**config.mk**
```make
export PLATFORM = sky130hd
export DESIGN_NAME = modem_ctl_loop
export DESIGN_NICKNAME = d
export VERILOG_FILES = /design/src/rtl/mcl_pkg.sv /design/src/rtl/mcl_ctrl_reg.sv /design/src/rtl/mcl_pin_mux.sv /design/src/rtl/mcl_status_mux.sv /design/src/rtl/modem_ctl_loop.sv
export SDC_FILE = /design/constraint.sdc
export NUM_CORES = 1
export LEC_CHECK = 0
export ABC_AREA = 1
export BUFFER_PORTS_ARGS = -buffer_cell sky130_fd_sc_hd__buf_2
export CORE_AREA = 2 2 39 41
export CTS_CLUSTER_DIAMETER = 100
export DETAILED_ROUTE_END_ITERATION = 16
export DIE_AREA = 0 0 41 43
export GPL_TIMING_DRIVEN = 1
export HOLD_SLACK_MARGIN = 0.15
export SKIP_CTS_REPAIR_TIMING = 1
export SLEW_MARGIN = 10
export SYNTH_ARGS = -nofsm -noshare
export SYNTH_HDL_FRONTEND = slang
export SYNTH_SLANG_ARGS = --single-unit
```
**constraint.sdc**
```tcl
create_clock -name clk -period 1 [get_ports clk]
set_clock_uncertainty 0.05 [all_clocks]
set_input_delay 0 -clock clk [delete_from_list [all_inputs] [get_ports clk]]
set_output_delay 0 -clock clk [all_outputs]
set_load 0.1 [all_outputs]
```
**src/rtl/mcl_pkg.sv**
```systemverilog
// Package: shared field layout of the modem control register.
// Assumes the five stored bits sit at positions 4..0 of the CPU byte.
package mcl_pkg;

    // Stored control fields, MSB first so the packed order matches bits 4..0.
    typedef struct packed {
        logic loop_en;   // bit 4: diagnostic loopback
        logic irq_gate;  // bit 3: interrupt output enable
        logic spare;     // bit 2: storage only
        logic rts;       // bit 1: request to send
        logic dtr;       // bit 0: data terminal ready
    } mcr_t;

    localparam int unsigned MCR_BITS   = $bits(mcr_t);
    localparam int unsigned MODEM_LINES = 4;

    // Status vector order used inside the block.
    localparam int unsigned ST_CTS = 0;
    localparam int unsigned ST_DSR = 1;
    localparam int unsigned ST_RI  = 2;
    localparam int unsigned ST_DCD = 3;

endpackage

```
**src/rtl/mcl_ctrl_reg.sv**
```systemverilog
// Module: CPU-writable control register with zero-padded read-back.
// Assumes DATA_W >= CTRL_BITS; the bits above CTRL_BITS are discarded on write.
module mcl_ctrl_reg #(
    parameter int unsigned DATA_W    = 8,
    parameter int unsigned CTRL_BITS = 5,
    parameter logic [CTRL_BITS-1:0] RESET_VAL = '0
) (
    input  logic                 clk,
    input  logic                 rst_n,
    input  logic                 wr_en,
    input  logic [DATA_W-1:0]    wdata,
    output logic [CTRL_BITS-1:0] ctrl,
    output logic [DATA_W-1:0]    rdata
);
    localparam int unsigned PAD_W = DATA_W - CTRL_BITS;

    logic [CTRL_BITS-1:0] ctrl_q;

    // Capture the low bits of the write data on a strobe; reset to RESET_VAL.
    always_ff @(posedge clk) begin
        if (!rst_n)
            ctrl_q <= RESET_VAL;
        else if (wr_en)
            ctrl_q <= wdata[CTRL_BITS-1:0];
    end

    assign ctrl = ctrl_q;

    // Read-back: unused upper bits are fixed at zero.
    generate
        if (PAD_W > 0) begin : g_pad
            assign rdata = {{PAD_W{1'b0}}, ctrl_q};
        end else begin : g_nopad
            assign rdata = ctrl_q;
        end
    endgenerate
endmodule

```
**src/rtl/mcl_pin_mux.sv**
```systemverilog
// Module: drives the transmit and handshake pins and gates the interrupt.
// Assumes the control fields come straight from the register, with no extra delay.
module mcl_pin_mux
    import mcl_pkg::*;
(
    input  mcr_t ctrl,
    input  logic ser_tx,
    input  logic irq_raw,
    output logic tx_pin,
    output logic dtr_pin_n,
    output logic rts_pin_n,
    output logic irq_out,
    output logic irq_oe
);
    // Pin drive: loopback parks everything at its idle-high level.
    always_comb begin
        if (ctrl.loop_en) begin
            tx_pin    = 1'b1;
            dtr_pin_n = 1'b1;
            rts_pin_n = 1'b1;
        end else begin
            tx_pin    = ser_tx;
            dtr_pin_n = ~ctrl.dtr;
            rts_pin_n = ~ctrl.rts;
        end
    end

    // Interrupt gate: the enable stands in for the tristate; the value is quiet when disabled.
    always_comb begin
        irq_oe  = ctrl.irq_gate;
        irq_out = ctrl.irq_gate & irq_raw;
    end
endmodule

```
**src/rtl/mcl_status_mux.sv**
```systemverilog
// Module: selects the receive serial source and the effective modem status.
// Assumes the external status inputs are active low and the looped values active high.
module mcl_status_mux #(
    parameter int unsigned LINES = 4
) (
    input  logic             loop_en,
    input  logic [LINES-1:0] ext_n,
    input  logic [LINES-1:0] looped,
    input  logic             rx_pin,
    input  logic             ser_tx,
    output logic [LINES-1:0] status,
    output logic             rx_ser
);
    // One selector per modem status line.
    generate
        for (genvar i = 0; i < LINES; i++) begin : g_line
            assign status[i] = loop_en ? looped[i] : ~ext_n[i];
        end
    endgenerate

    // Receive path: in loopback the transmitter stream replaces the pin.
    always_comb rx_ser = loop_en ? ser_tx : rx_pin;
endmodule

```
**src/rtl/modem_ctl_loop.sv**
```systemverilog
// Module: top of the modem control register with diagnostic loopback.
// Assumes a single clock domain. The external modem inputs are already synchronised.
module modem_ctl_loop
    import mcl_pkg::*;
#(
    parameter int unsigned DATA_W = 8
) (
    input  logic              clk,
    input  logic              rst_n,
    input  logic              cpu_wr,
    input  logic [DATA_W-1:0] cpu_wdata,
    output logic [DATA_W-1:0] cpu_rdata,
    input  logic              ser_tx,
    input  logic              rx_pin,
    input  logic              ext_cts_n,
    input  logic              ext_dsr_n,
    input  logic              ext_ri_n,
    input  logic              ext_dcd_n,
    input  logic              irq_raw,
    output logic              tx_pin,
    output logic              dtr_pin_n,
    output logic              rts_pin_n,
    output logic              rx_ser,
    output logic              stat_cts,
    output logic              stat_dsr,
    output logic              stat_ri,
    output logic              stat_dcd,
    output logic              irq_out,
    output logic              irq_oe
);
    localparam int unsigned CTRL_BITS = MCR_BITS;

    logic [CTRL_BITS-1:0]   ctrl_bits;
    mcr_t                   ctrl;
    logic [MODEM_LINES-1:0] ext_n;
    logic [MODEM_LINES-1:0] looped;
    logic [MODEM_LINES-1:0] status;

    mcl_ctrl_reg #(
        .DATA_W    (DATA_W),
        .CTRL_BITS (CTRL_BITS),
        .RESET_VAL ('0)
    ) u_reg (
        .clk   (clk),
        .rst_n (rst_n),
        .wr_en (cpu_wr),
        .wdata (cpu_wdata),
        .ctrl  (ctrl_bits),
        .rdata (cpu_rdata)
    );

    assign ctrl = mcr_t'(ctrl_bits);

    mcl_pin_mux u_pins (
        .ctrl      (ctrl),
        .ser_tx    (ser_tx),
        .irq_raw   (irq_raw),
        .tx_pin    (tx_pin),
        .dtr_pin_n (dtr_pin_n),
        .rts_pin_n (rts_pin_n),
        .irq_out   (irq_out),
        .irq_oe    (irq_oe)
    );

    // Pack external inputs and loopback sources in the shared line order.
    always_comb begin
        ext_n[ST_CTS]  = ext_cts_n;
        ext_n[ST_DSR]  = ext_dsr_n;
        ext_n[ST_RI]   = ext_ri_n;
        ext_n[ST_DCD]  = ext_dcd_n;
        looped[ST_CTS] = ctrl.rts;
        looped[ST_DSR] = ctrl.dtr;
        looped[ST_RI]  = ctrl.spare;
        looped[ST_DCD] = ctrl.irq_gate;
    end

    mcl_status_mux #(
        .LINES (MODEM_LINES)
    ) u_stat (
        .loop_en (ctrl.loop_en),
        .ext_n   (ext_n),
        .looped  (looped),
        .rx_pin  (rx_pin),
        .ser_tx  (ser_tx),
        .status  (status),
        .rx_ser  (rx_ser)
    );

    assign stat_cts = status[ST_CTS];
    assign stat_dsr = status[ST_DSR];
    assign stat_ri  = status[ST_RI];
    assign stat_dcd = status[ST_DCD];
endmodule

```
==> impl_metrics.env <==
export IMPL_internal_power_mw=0.644
export IMPL_firstDrtPassIters=2
export IMPL_synth_top_cell_area_share_pct=29.1
export IMPL_yosysSeqAreaShare_pct=29.1
export IMPL_final_max_slew_violation_count=0
export IMPL_cts_tree="done"
export IMPL_status="finished with violations"
export IMPL_wl_per_cell_um=9.40
export IMPL_p_clk_share_pct=18.8
export IMPL_required_ns=0.95
export IMPL_period_share_pct=115
export IMPL_numCtsBuffers=3
export IMPL_hold_class="input port to primary output"
export IMPL_failed_checks="negative setup slack"
export IMPL_largest_reg_flops=5
export IMPL_vias_per_cell=3.96
export IMPL_synth_seq_cells=5
export IMPL_rsz0062_at_grt="yes"
export IMPL_antenna_found_initial=0
export IMPL_holdWs_ns=0.266
export IMPL_cellLeakagePower_nw=0.468
export IMPL_track_usage_pct=10.9
export IMPL_syn_inst=55
export IMPL_wl_um=1030
export IMPL_synth_area_leaders="dfxtp_1 (29%), nand2_1 (16%), buf_4 (11%), nor2_1 (9.8%), inv_1 (7.6%)"
export IMPL_drtIter0Drc=2
export IMPL_min_period_ns=1.15
export IMPL_crit_path_end_kind="primary output"
export IMPL_crit_fanout=6
export IMPL_row_count=14
export IMPL_dpl_hpwl_um=761
export IMPL_yosys_warnings=0
export IMPL_nNetsFinal=113
export IMPL_maxCapViolations=0
export IMPL_syn_area_per_cell_um2=6.26
export IMPL_n_antenna_cell=0
export IMPL_grt_first_pass_wirelength_um=1250
export IMPL_crit_chain="buf_12 > inv_8 > o21ai_4 > buf_12"
export IMPL_grt_pass1_vias=330
export IMPL_synthToLayoutAreaGrowth_pct=177
export IMPL_final_common_cell="buf_12"
export IMPL_die_h_um=43
export IMPL_overflow=0
export IMPL_clk_path_buf_depth=2
export IMPL_die_x_um=41
export IMPL_antenna_left=0
export IMPL_dp_slack_ns=0.0871
export IMPL_power_mw=1.26
export IMPL_grt_max_degree=11
export IMPL_fmax_mhz=872
export IMPL_fin_ws_ns=-0.147
export IMPL_io_pins=36
export IMPL_power_frac_seq_pct=18.9
export IMPL_clk_pin_slew_ns=0.04
export IMPL_fin_area_um2=952
export IMPL_peakVddDrop_uv=911
export IMPL_route_detailed_drc=0
export IMPL_power_density_nw_per_um2=1320
export IMPL_path_class="flop to primary output"
export IMPL_hold_viol=0
export IMPL_clk_latency_ns=0.24
export IMPL_switching_share_pct=48.8
export IMPL_cts_sinks=5
export IMPL_synth_cell_types=12
export IMPL_worstPathArrival_ns=1.10
export IMPL_port_buffers=29
export IMPL_dpl_cell_area_um2=805
export IMPL_p_sw_mw=0.615
export IMPL_globalplace_congestion=0.677
export IMPL_slowest_stage="dfxtp_2"
export IMPL_layout_common_cells="buf_12 (17), buf_2 (14), nand2_2 (9), nor2_1 (9)"
export IMPL_drive_gt1_share_pct=64.9
export IMPL_combPwrFrac_pct=62.2
export IMPL_postLayoutCoreUtil_pct=68.8
export IMPL_synth_top_area_cell="dfxtp_1"
export IMPL_initial_core_util_pct=24.9
export IMPL_start_kind="flop"
export IMPL_crit_path_max_incr_delay_ns=0.35
export IMPL_coreArea_um2=1380
export IMPL_die_area_um2=1760
export IMPL_htree_levels=1
export IMPL_cp_common_cell="buf_12"
export IMPL_setup_viol=9
export IMPL_vias=436
export IMPL_root_buffer="clkbuf_4"
export IMPL_synth_area_um2=344
==> logic make-up after synthesis <==
logic type / Yosys count / share of synthesized area (%)
buffers and inverters: 15 / 26.2
and+or+nand+nor: 29 / 35.3
DFF: 5 / 29.1
other: 1 / 1.09
AOI/OAI and AO/OA: 5 / 8.36
==> cells in the mapped netlist <==
cell type,count
buf_4,5
o21ai_0,4
dfxtp_1,5
nor2_1,9
inv_2,1
buf_6,2
o21ai_2,1
nor2_2,1
nand2_2,4
nand2_1,15
conb_1,1
inv_1,7
==> power by group through the flow <==
| stage | logic (mW) | clock network, mW | registers [mW] |
|---|---|---|---|
| finish | 0.783 | 0.237 | 0.238 |
| global placement | 0.732 | 0 | 0.240 |
| detailed placement | 0.738 | 0 | 0.241 |
| CTS | 0.739 | 0.251 | 0.237 |
| floorplan | 0.431 | 0 | 0.311 |
| global route | 0.808 | 0.251 | 0.240 |
==> stage by stage <==
step	instances	setup TNS [ns]
final	110	-0.905
after global routing	110	-1.19
after CTS	101	-1.03
after detailed placement	97	0
after global placement	97	0
after floorplan	57	-0.335
==> path summary, 6_finish.rpt <==
| check | start | to | slack [ns] | cells past startpoint |
|---|---|---|---|---|
| max | u_reg.ctrl[4]$_SDFFE_PN0P_ | rx_ser | -0.15 | 4 |
| min | ext_cts_n | stat_cts | 0.27 | 3 |
| max reg2reg | u_reg.ctrl[4]$_SDFFE_PN0P_ | u_reg.ctrl[4]$_SDFFE_PN0P_ | 0.19 | 3 |
| min reg2reg | u_reg.ctrl[0]$_SDFFE_PN0P_ | u_reg.ctrl[0]$_SDFFE_PN0P_ | 0.48 | 2 |
==> routing by layer <==
| metal | global-route usage (%) | share of wire [%] | vias to the layer above |
|---|---|---|---|
| met5 | 0 | 0 | - |
| met4 | 12.0 | 1.2 | 0 |
| met3 | 3.14 | 10 | 2 |
| met2 | 15.0 | 55 | 26 |
| met1 | 11.7 | 33 | 179 |
| li1 | - | - | 229 |
==> cell type report <==
| class | instances | area [um2] |
|---|---|---|
| repair buffers | 40 | 499 |
| flip-flops and latches | 5 | 116 |
| fillers | 97 | 432 |
| inverters | 8 | 41.3 |
| well taps | 16 | 20.0 |
| clock buffers | 4 | 26.3 |
| multi-input cells | 37 | 249 |
==> worst max-delay path: cells and delay by family (launching register included) <==
family / cells / cell delay, ns
flip-flops: 1 / 0.35
buffers and inverters: 3 / 0.37
AO/OA/AOI/OAI: 1 / 0.13
Note: power is estimated with default switching activity, not from simulation.
